## src/rtl/hwl_pkg.sv

```systemverilog
package hwl_pkg;
  typedef enum logic [1:0] {
    SQ_IDLE  = 2'd0,
    SQ_PUSH2 = 2'd1,
    SQ_ARM   = 2'd2
  } seq_t;
endpackage

```

## src/rtl/hwl_stack.sv

```systemverilog
module hwl_stack #(
  parameter int AW       = 16,
  parameter int DW       = 16,
  parameter int DEPTH    = 15,
  parameter int FLAG_BIT = 15,
  localparam int SPW     = $clog2(DEPTH + 1),
  localparam int EW      = AW + DW
) (
  input  logic          clk,
  input  logic          rst,
  input  logic          push,
  input  logic [AW-1:0] push_hi,
  input  logic [DW-1:0] push_lo,
  input  logic          pop2,
  output logic          room2,
  output logic [AW-1:0] top_hi,
  output logic          top_flag,
  output logic [AW-1:0] below_hi,
  output logic [DW-1:0] below_lo
);
  logic [EW-1:0]  mem [DEPTH];
  logic [SPW-1:0] sp;
  logic [SPW-1:0] top_idx;
  logic [SPW-1:0] below_idx;

  // storage has no reset so it maps onto plain memory
  always_ff @(posedge clk) begin
    if (push) mem[sp] <= {push_hi, push_lo};
  end

  always_ff @(posedge clk) begin
    if (rst)       sp <= '0;
    else if (push) sp <= sp + SPW'(1);
    else if (pop2) sp <= sp - SPW'(2);
  end

  always_comb begin
    top_idx   = (sp == '0) ? '0 : sp - SPW'(1);
    below_idx = (sp < SPW'(2)) ? '0 : sp - SPW'(2);
  end

  assign room2    = (sp <= SPW'(DEPTH - 2));
  assign top_hi   = mem[top_idx][EW-1:DW];
  assign top_flag = mem[top_idx][FLAG_BIT];
  assign below_hi = mem[below_idx][EW-1:DW];
  assign below_lo = mem[below_idx][DW-1:0];


  push_room_chk: assert property (@(posedge clk) disable iff (rst)
    push |-> (sp < SPW'(DEPTH)));

  pop_depth_chk: assert property (@(posedge clk) disable iff (rst)
    pop2 |-> (sp >= SPW'(2)));

  pop_excl_chk: assert property (@(posedge clk) disable iff (rst)
    !(push && pop2));
endmodule

```

## src/rtl/hwl_do_seq.sv

```systemverilog
module hwl_do_seq
  import hwl_pkg::*;
#(
  parameter int AW       = 16,
  parameter int DW       = 16,
  parameter int SHORT_W  = 12
) (
  input  logic          clk,
  input  logic          rst,
  input  logic          do_req,
  input  logic          do_short,
  input  logic [DW-1:0] do_count,
  input  logic [AW-1:0] do_end,
  input  logic [AW-1:0] do_ret_pc,
  input  logic [DW-1:0] sr_cur,
  input  logic          lf,
  input  logic [AW-1:0] la,
  input  logic [DW-1:0] lc,
  input  logic          room2,
  output logic          busy,
  output logic          push,
  output logic [AW-1:0] push_hi,
  output logic [DW-1:0] push_lo,
  output logic          arm,
  output logic [AW-1:0] arm_la,
  output logic [DW-1:0] arm_lc,
  output logic          err_ovf,
  output logic          err_nest
);
  seq_t          state;
  logic [AW-1:0] ret_q;
  logic [AW-1:0] end_q;
  logic [DW-1:0] cnt_q;
  logic [DW-1:0] cnt_sel;
  logic          is_idle;
  logic          nest_bad;
  logic          accept;

  always_comb begin
    if (do_short) cnt_sel = {{(DW-SHORT_W){1'b0}}, do_count[SHORT_W-1:0]};
    else          cnt_sel = do_count;
  end

  assign is_idle  = (state == SQ_IDLE);
  assign nest_bad = lf && (do_end == la);
  assign accept   = do_req && is_idle && !nest_bad && room2;

  always_ff @(posedge clk) begin
    if (rst) begin
      state    <= SQ_IDLE;
      ret_q    <= '0;
      end_q    <= '0;
      cnt_q    <= '0;
      err_ovf  <= 1'b0;
      err_nest <= 1'b0;
    end else begin
      case (state)
        SQ_IDLE: begin
          if (do_req) begin
            if (nest_bad)    err_nest <= 1'b1;
            else if (!room2) err_ovf  <= 1'b1;
            else begin
              ret_q <= do_ret_pc;
              end_q <= do_end;
              cnt_q <= cnt_sel;
              state <= SQ_PUSH2;
            end
          end
        end
        SQ_PUSH2: state <= SQ_ARM;
        SQ_ARM:   state <= SQ_IDLE;
        default:  state <= SQ_IDLE;
      endcase
    end
  end

  always_comb begin
    push    = 1'b0;
    push_hi = la;
    push_lo = lc;
    if (accept) begin
      push = 1'b1;
    end else if (state == SQ_PUSH2) begin
      push    = 1'b1;
      push_hi = ret_q;
      push_lo = sr_cur;
    end
  end

  assign busy   = !is_idle;
  assign arm    = (state == SQ_ARM);
  assign arm_la = end_q;
  assign arm_lc = cnt_q;


  seq_order_chk: assert property (@(posedge clk) disable iff (rst)
    (state == SQ_PUSH2) |=> (state == SQ_ARM));

  seq_start_chk: assert property (@(posedge clk) disable iff (rst)
    accept |=> (state == SQ_PUSH2));

  nest_reject_chk: assert property (@(posedge clk) disable iff (rst)
    (do_req && is_idle && nest_bad) |=> (is_idle && err_nest));

  ovf_reject_chk: assert property (@(posedge clk) disable iff (rst)
    (do_req && is_idle && !room2) |=> is_idle);

  ovf_sticky_chk: assert property (@(posedge clk) disable iff (rst)
    err_ovf |=> err_ovf);

  nest_sticky_chk: assert property (@(posedge clk) disable iff (rst)
    err_nest |=> err_nest);
endmodule

```

## src/rtl/hwl_loop_core.sv

```systemverilog
module hwl_loop_core #(
  parameter int AW     = 16,
  parameter int DW     = 16,
  parameter int LF_BIT = 15
) (
  input  logic          clk,
  input  logic          rst,
  input  logic          fetch_valid,
  input  logic [AW-1:0] fetch_pc,
  input  logic          busy,
  input  logic          arm,
  input  logic [AW-1:0] arm_la,
  input  logic [DW-1:0] arm_lc,
  input  logic [DW-1:0] sr_cur,
  input  logic [AW-1:0] top_hi,
  input  logic          top_flag,
  input  logic [AW-1:0] below_hi,
  input  logic [DW-1:0] below_lo,
  output logic [AW-1:0] la,
  output logic [DW-1:0] lc,
  output logic          lf,
  output logic          pop2,
  output logic          redirect_valid,
  output logic [AW-1:0] redirect_pc,
  output logic          sr_we,
  output logic [DW-1:0] sr_wdata
);
  logic          hit;
  logic          last;
  logic [DW-1:0] sr_set;
  logic [DW-1:0] sr_rest;

  assign hit  = fetch_valid && !busy && !arm && lf && (fetch_pc == la);
  assign last = (lc == DW'(1));
  assign pop2 = hit && last;

  always_comb begin
    sr_set          = sr_cur;
    sr_set[LF_BIT]  = 1'b1;
    sr_rest         = sr_cur;
    sr_rest[LF_BIT] = top_flag;
  end

  always_ff @(posedge clk) begin
    if (rst) begin
      la             <= '0;
      lc             <= '0;
      lf             <= 1'b0;
      redirect_valid <= 1'b0;
      redirect_pc    <= '0;
      sr_we          <= 1'b0;
      sr_wdata       <= '0;
    end else begin
      redirect_valid <= 1'b0;
      sr_we          <= 1'b0;
      if (arm) begin
        la       <= arm_la;
        lc       <= arm_lc;
        lf       <= 1'b1;
        sr_we    <= 1'b1;
        sr_wdata <= sr_set;
      end else if (hit) begin
        if (!last) begin
          lc             <= lc - DW'(1);
          redirect_valid <= 1'b1;
          redirect_pc    <= top_hi;
        end else begin
          la       <= below_hi;
          lc       <= below_lo;
          lf       <= top_flag;
          sr_we    <= 1'b1;
          sr_wdata <= sr_rest;
        end
      end
    end
  end


  redirect_src_chk: assert property (@(posedge clk) disable iff (rst)
    redirect_valid |-> ($past(fetch_valid) && $past(lf)));

  exit_noredir_chk: assert property (@(posedge clk) disable iff (rst)
    pop2 |=> (!redirect_valid && sr_we));

  arm_flag_chk: assert property (@(posedge clk) disable iff (rst)
    arm |=> (lf && sr_we && sr_wdata[LF_BIT]));

  idle_hold_chk: assert property (@(posedge clk) disable iff (rst)
    (!fetch_valid && !arm) |=> ($stable(lc) && $stable(la) && $stable(lf) && !redirect_valid));
endmodule

```

## src/rtl/hwl_loop_ctrl.sv

```systemverilog
module hwl_loop_ctrl #(
  parameter int AW      = 16,
  parameter int DW      = 16,
  parameter int DEPTH   = 15,
  parameter int SHORT_W = 12,
  parameter int LF_BIT  = 15
) (
  input  logic          clk,
  input  logic          rst,
  input  logic          do_req,
  input  logic          do_short,
  input  logic [DW-1:0] do_count,
  input  logic [AW-1:0] do_end,
  input  logic [AW-1:0] do_ret_pc,
  input  logic [DW-1:0] sr_cur,
  input  logic          fetch_valid,
  input  logic [AW-1:0] fetch_pc,
  output logic          do_busy,
  output logic          redirect_valid,
  output logic [AW-1:0] redirect_pc,
  output logic          loop_flag,
  output logic          sr_we,
  output logic [DW-1:0] sr_wdata,
  output logic          err_overflow,
  output logic          err_nest
);
  logic          busy;
  logic          push;
  logic [AW-1:0] push_hi;
  logic [DW-1:0] push_lo;
  logic          pop2;
  logic          room2;
  logic [AW-1:0] top_hi;
  logic          top_flag;
  logic [AW-1:0] below_hi;
  logic [DW-1:0] below_lo;
  logic          arm;
  logic [AW-1:0] arm_la;
  logic [DW-1:0] arm_lc;
  logic [AW-1:0] la;
  logic [DW-1:0] lc;
  logic          lf;

  hwl_stack #(
    .AW(AW), .DW(DW), .DEPTH(DEPTH), .FLAG_BIT(LF_BIT)
  ) u_stack (
    .clk      (clk),
    .rst      (rst),
    .push     (push),
    .push_hi  (push_hi),
    .push_lo  (push_lo),
    .pop2     (pop2),
    .room2    (room2),
    .top_hi   (top_hi),
    .top_flag (top_flag),
    .below_hi (below_hi),
    .below_lo (below_lo)
  );

  hwl_do_seq #(
    .AW(AW), .DW(DW), .SHORT_W(SHORT_W)
  ) u_seq (
    .clk       (clk),
    .rst       (rst),
    .do_req    (do_req),
    .do_short  (do_short),
    .do_count  (do_count),
    .do_end    (do_end),
    .do_ret_pc (do_ret_pc),
    .sr_cur    (sr_cur),
    .lf        (lf),
    .la        (la),
    .lc        (lc),
    .room2     (room2),
    .busy      (busy),
    .push      (push),
    .push_hi   (push_hi),
    .push_lo   (push_lo),
    .arm       (arm),
    .arm_la    (arm_la),
    .arm_lc    (arm_lc),
    .err_ovf   (err_overflow),
    .err_nest  (err_nest)
  );

  hwl_loop_core #(
    .AW(AW), .DW(DW), .LF_BIT(LF_BIT)
  ) u_core (
    .clk            (clk),
    .rst            (rst),
    .fetch_valid    (fetch_valid),
    .fetch_pc       (fetch_pc),
    .busy           (busy),
    .arm            (arm),
    .arm_la         (arm_la),
    .arm_lc         (arm_lc),
    .sr_cur         (sr_cur),
    .top_hi         (top_hi),
    .top_flag       (top_flag),
    .below_hi       (below_hi),
    .below_lo       (below_lo),
    .la             (la),
    .lc             (lc),
    .lf             (lf),
    .pop2           (pop2),
    .redirect_valid (redirect_valid),
    .redirect_pc    (redirect_pc),
    .sr_we          (sr_we),
    .sr_wdata       (sr_wdata)
  );

  assign do_busy   = busy;
  assign loop_flag = lf;


  no_fetch_in_setup_chk: assert property (@(posedge clk) disable iff (rst)
    busy |=> !redirect_valid);
endmodule

```

## config.mk

```make
export PLATFORM = sky130hd
export DESIGN_NAME = hwl_loop_ctrl
export DESIGN_NICKNAME = d
export VERILOG_FILES = /design/src/rtl/hwl_pkg.sv /design/src/rtl/hwl_stack.sv /design/src/rtl/hwl_do_seq.sv /design/src/rtl/hwl_loop_core.sv /design/src/rtl/hwl_loop_ctrl.sv
export SDC_FILE = /design/constraint.sdc
export NUM_CORES = 1
export LEC_CHECK = 0
export ABC_CLOCK_PERIOD_IN_PS = 4700
export BUFFER_PORTS_ARGS = -buffer_cell sky130_fd_sc_hd__clkbuf_2
export CORE_UTILIZATION = 56
export CTS_CLUSTER_DIAMETER = 150
export DETAILED_ROUTE_END_ITERATION = 10
export MAX_ROUTING_LAYER = met4
export PLACE_DENSITY = 0.81
export SKIP_CTS_REPAIR_TIMING = 1
export SYNTH_ARGS = -nofsm -noshare
export SYNTH_HDL_FRONTEND = slang
export SYNTH_HIERARCHICAL = 1
export SYNTH_SLANG_ARGS = --single-unit
```

## constraint.sdc

```tcl
create_clock -name clk -period 4.7 [get_ports clk]
set_input_delay 0.47 -clock clk [delete_from_list [all_inputs] [get_ports clk]]
set_output_delay 0.47 -clock clk [all_outputs]
set_load 0.02 [all_outputs]
```

# After elaboration in Yosys (flattened, before gate mapping)
# Memories as Yosys holds them, arrays and structs flattened.
# Cells that the tools add are included.
# classes
order_cmp	2
n_addsub	4
eq_ne	8
shift	0
n_reduce_logical	24
bitwise	5
muxes	33
mul	0
div	0
# ops
op	n
16-bit 2-to-1 mux	14
16-bit equality test	2
16-bit by 1-bit equality test with 1-bit output (second input constant)	1
4-bit 2-to-1 mux	4
16-bit by 1-bit subtractor with 16-bit output (second input constant)	1
1-bit 2-to-1 mux	11
1-bit logical AND	9
3-bit AND reduction	3
4-bit AND reduction	2
2-bit 2-to-1 mux	3
2-bit nonzero test	3
1-bit inverter	5
4-bit by 1-bit adder with 4-bit output (second input constant)	1
4-bit less-or-equal comparator (second input constant)	1
4-bit zero test	1
4-bit by 2-bit less-than comparator with 1-bit output (second input constant)	1
2-bit inequality test (second input constant)	2
2-bit case mux with 2 select lines	1
4-bit by 1-bit subtractor with 4-bit output (second input constant)	1
4-bit by 2-bit subtractor with 4-bit output (second input constant)	1
1-bit zero test	3
3-bit OR reduction	1
2-bit by 1-bit equality test with 1-bit output (second input constant)	1
2-bit equality test (second input constant)	1
3 further kinds	3
# word_totals
ram_bits	480
out_inout_bits	38
mem_bits_ro	0
register_bits	123
latchBits	0
mem_count	1
# mem_list
memory	words	word_bits	rd	rd_ports_with_merged_regs	wr	line	rtl
u_stack.mem	15	32	2	0	1	hwl_stack.sv:21	logic [EW-1:0] mem [DEPTH];

# Longest topological paths before layout
# depth
depth_word	8
depth_mapped	16
ltp_nobuf	11

# Hierarchy
# Netlist, hierarchy kept.
# by_module_without_submodules
mod	cells_each	seq_area_each_um2	area_each_um2	n_inst
hwl_stack	1540	14493.9	21959.8	1
hwl_loop_core	397	1321.3	3460.8	1
hwl_do_seq	243	1041.0	2562.5	1

# Worst setup path before layout
# No wires, ideal clock.
# synth_path
kind	flip-flop to flip-flop
start	register u_stack.sp[0]
end	memory u_stack/mem[11][0] (netlist name) (enable)
t_arrival_ps	3927
path_buffers	5
path_stages_with_launch	13
path_slack_ps	352
required_ps	4279
cell_sequence	dfxtp_1 buf_4 inv_2 buf_2 clkbuf_1 ha_1 buf_1 or3_1 nand3_1 o21ai_0 clkbuf_1 nand2_1 nor2_1
# synth_via
elab_chain_cells	5
# synth_lines
element	line	rtl
start, declared	hwl_stack.sv:22	logic [SPW-1:0] sp;
start signal, assigned	hwl_stack.sv:33	else if (push) sp <= sp + SPW'(1);
start signal, assigned	hwl_stack.sv:34	else if (pop2) sp <= sp - SPW'(2);
4-bit less-or-equal comparator	hwl_stack.sv:42	assign room2 = (sp <= SPW'(DEPTH - 2));
net room2	hwl_loop_ctrl.sv:32	logic room2;
1-bit logical AND	hwl_do_seq.sv:46	assign accept = do_req && is_idle && !nest_bad && room2;
1-bit 2-to-1 mux	hwl_do_seq.sv:81	if (accept) begin
net push	hwl_loop_ctrl.sv:28	logic push;
1-bit 2-to-1 mux	hwl_stack.sv:28	if (push) mem[sp] <= {push_hi, push_lo};
1-bit 2-to-1 mux (implied by the code)	hwl_stack.sv:28	
end, declared	hwl_stack.sv:21	
# The timed path passes the listed nets, and every way through them passes these cells.

# Final worst setup path
# layout_path
start	register u_stack.sp[1]
end	memory u_stack/mem[2][11] (netlist name) (enable)
# The elaborated chain is that of the path after synthesis.

==> qor.csv <==
metric,value,unit
max_cap viols,0,
Synth Register Bits,602,
CP Launch Type,register,
GR peak layer,met2,
grt total ovfl,0,
"Cell Area, Placed",0.02921,mm²
met1 track demand over resource,43.13,%
Post-Syn Instances,2180,
Core Box Area,0.04915,mm²
post-synthesis async set-or-reset flop share,0,%
critical path endpoint category,register,
highest net fanout along the worst path,18,
top post-synthesis cells by area,"edfxtp_1 (52%), dfxtp_1 (8.7%), mux2i_1 (3.8%), mux4_2 (2.6%), o221ai_1 (2.5%)",
RR Endpoint,u_stack/mem[2][11],
power per cell area,423.8,mW/mm²
routability congestion estimate from global placement,0.9899,
clock buffer depth,3,
worst setup path endpoint,u_stack/mem[2][11],
CP Class,register to register,
initial antenna violation count,0,
largest net degree at the start of global routing,106,
Post-DRT Antenna Nets,0,
Yosys top cell area share,51.51,%
ant diodes,0,
CP Data Required Time,4990,ps
CP cell instances,"inv_1, buf_4, ha_1, or3_1, nand3_1, o21ai_0, buf_4, nand2_1, nor2_4, buf_4",
FF-to-FF setup slack,680,ps
Critical Path AT,4300,ps
met2 Use GR,51.03,%
final clock skew,12.06,ps
Mapped Avg Cell Area,12.84,µm²
setup tns final,0,ps
die area,0.05087,mm²
Final Non-Filler Cells,2963,
Critical Path Max Stage Delay,650,ps
hold crit path type,input pin to register,
"Seq/Total Area, Yosys",60.24,%
fin nets,2344,
DRT iter0 DRCs,3298,
vias in the first global route,20393,
Site Rows,81,
Worst R2R Start,u_stack/sp[1],
met3 usage,7.301,%
Initial Util,56.93,%
RSZ-0062 raised after global routing,no,
worst-skew pair later-pin latency,630,ps
drt wl/cell,28.48,µm
vias per cell,7.042,
min Tclk post-route,4015,ps
"EDFF count, synth",480,
"CTS clk-pin slew, worst paths",60,ps
I/O Buffers,122,
Syn Nets,2275,
DR vias,20864,
yosys warns,6,
VDD IR max,312.0,µV
number of CTS-inserted buffers,58,
Tightest Pin Transition,1142,ps
Post-synth top flop,edfxtp_1,
clk sinks,602,
final routed DRC violation total,0,
final worst-path cycle share,85.43,%
DRT Wirelength,84.38,mm
dominant cell type by area after synthesis,edfxtp_1,
Mapped Area,0.02798,mm²
die width,225.5,µm
first-pass GRT wire length,124.9,mm
finished layout cell area,0.03112,mm²
r2r worst-path depth,10,
TritonCTS clock tree,built,
crit path from,u_stack/sp[1],
IO Pins,123,
Final Setup Violations,0,
1st-pass router iterations,6,
final hold vios,0,
outcome,"complete, no violations",
die extent in y,225.5,µm
synth unique cells,90,
Leakage,10.66,nW
CP max stage cell,nor2_4,
Most common cell on crit path,buf_4,
Total Routing Usage GR,34.23,%
Max Clk Rate,249.1,MHz
area grow syn2layout,11.21,%
Max H-tree Level,2,
"Slew Viols, Final",0,
Post-DP HPWL,53.24,mm
layout cells sized above 1,20.01,%
slew margin rel.,22.39,%
post-layout util,63.31,%
CTS root buffer,clkbuf_16,
Placed Cells,2853,
[worst min-delay path by stage]
stage / start / end / slack [ps] / cells past startpoint
4_1_cts: do_ret_pc[0] / u_seq/ret_q[0] / 20 / 2
3_3_place_gp: u_seq/ret_q[12] / u_seq/ret_q[12] / 450 / 2
5_1_grt: do_ret_pc[2] / u_seq/ret_q[2] / 40 / 2
6_report: do_ret_pc[0] / u_seq/ret_q[0] / 40 / 2
3_5_place_dp: u_seq/arm_la[9] / u_seq/arm_la[9] / 450 / 2
2_1_floorplan: u_seq/arm_lc[7] / u_core/lc[7] / 420 / 2
[power breakdown]
part | internal (mW) | leakage, nW | switching [mW]
Combinational | 0.850 | 4.29 | 1.69
Sequential | 5.91 | 5.43 | 0.0907
Clock | 2.65 | 0.939 | 2.00
Total | 9.41 | 10.7 | 3.78
[area by class of cell]
class	count	area, µm²
multi-input cells	1356	10210
clock buffers	82	1673
fillers	3535	18030
well taps	664	830.8
repair buffers	194	1164
clock inverters	28	236.5
inverters	37	138.9
flip-flops and latches	602	16860
[critical path, delay by kind of cell (launching register included)]
family,cells,cell delay [ps]
buffers and inverters,4,1470
AND/OR/NAND/NOR,4,1370
flip-flops,1,320
AO/OA/AOI/OAI,1,290
adder cells (fa/ha/maj),1,190
[cells in the final DEF, fill, tap and decap left out, types with 33 or more instances in the layout]
master,Yosys,layout
edfxtp_1,480,480
nand2_1,151,151
a21oi_1,134,134
clkbuf_2,0,121
dfxtp_1,122,120
mux2i_1,107,106
nor2_1,118,100
o21ai_0,95,95
o221ai_1,80,80
buf_4,19,71
clkbuf_16,0,59
mux2_2,56,56
nand3_1,37,37
o2bb2ai_1,36,36
nor3_1,34,34
inv_1,33,33
o211ai_1,33,33
[synth_stat cells (13+ instances only)]
cell type,count
edfxtp_1,480
nand2_1,151
a21oi_1,134
dfxtp_1,122
nor2_1,118
mux2i_1,107
o21ai_0,95
clkbuf_1,80
o221ai_1,80
buf_2,62
mux2_2,56
nand3_1,37
o2bb2ai_1,36
nor3_1,34
inv_1,33
o211ai_1,33
mux4_2,32
xnor2_1,32
a22oi_1,29
a31oi_1,29
a221oi_1,25
nor2b_1,22
o22ai_1,22
o22a_1,21
buf_4,19
nor3b_1,17
o2bb2ai_2,17
a41o_1,16
buf_6,14
nand2b_1,13
[flip-flops by register name, summed over array words and instances (netlist names), 2 cells and up]
name	flops
u_core/lc	16
u_stack/mem	480
u_seq/arm_lc	16
u_core/redirect_pc	16
u_core/sr_wdata	15
u_stack/sp	4
u_seq/ret_q	16
u_core/la	16
u_seq/state	2
u_seq/arm_la	16
[per-layer routing]
metal | wire [µm] | share of wire [%] | up-vias
li1 | - | - | 8727
met1 | 30150 | 36 | 10111
met4 | 5542 | 6.6 | 0
met5 | 0 | 0 | -
met3 | 10670 | 13 | 379
met2 | 38020 | 45 | 1647
[cell families after synthesis]
group | synth area share (%)
compound gates | 17.36
xor+xnor | 1.315
fa+ha+maj | 0.4471
buf+inv | 3.926
flops | 60.24
mux | 8.656
simple gates | 8.057
[per-stage QoR]
stage	hold slack, ps	total power [mW]	setup slack [ps]
global route	42.44	13.52	638.0
detailed placement	452.6	8.532	856.8
global placement	449.3	8.477	918.4
finish	39.05	13.19	684.8
floorplan	424.9	7.722	352.1
CTS	21.31	13.10	838.5
Power figures use the tool's default switching activity.
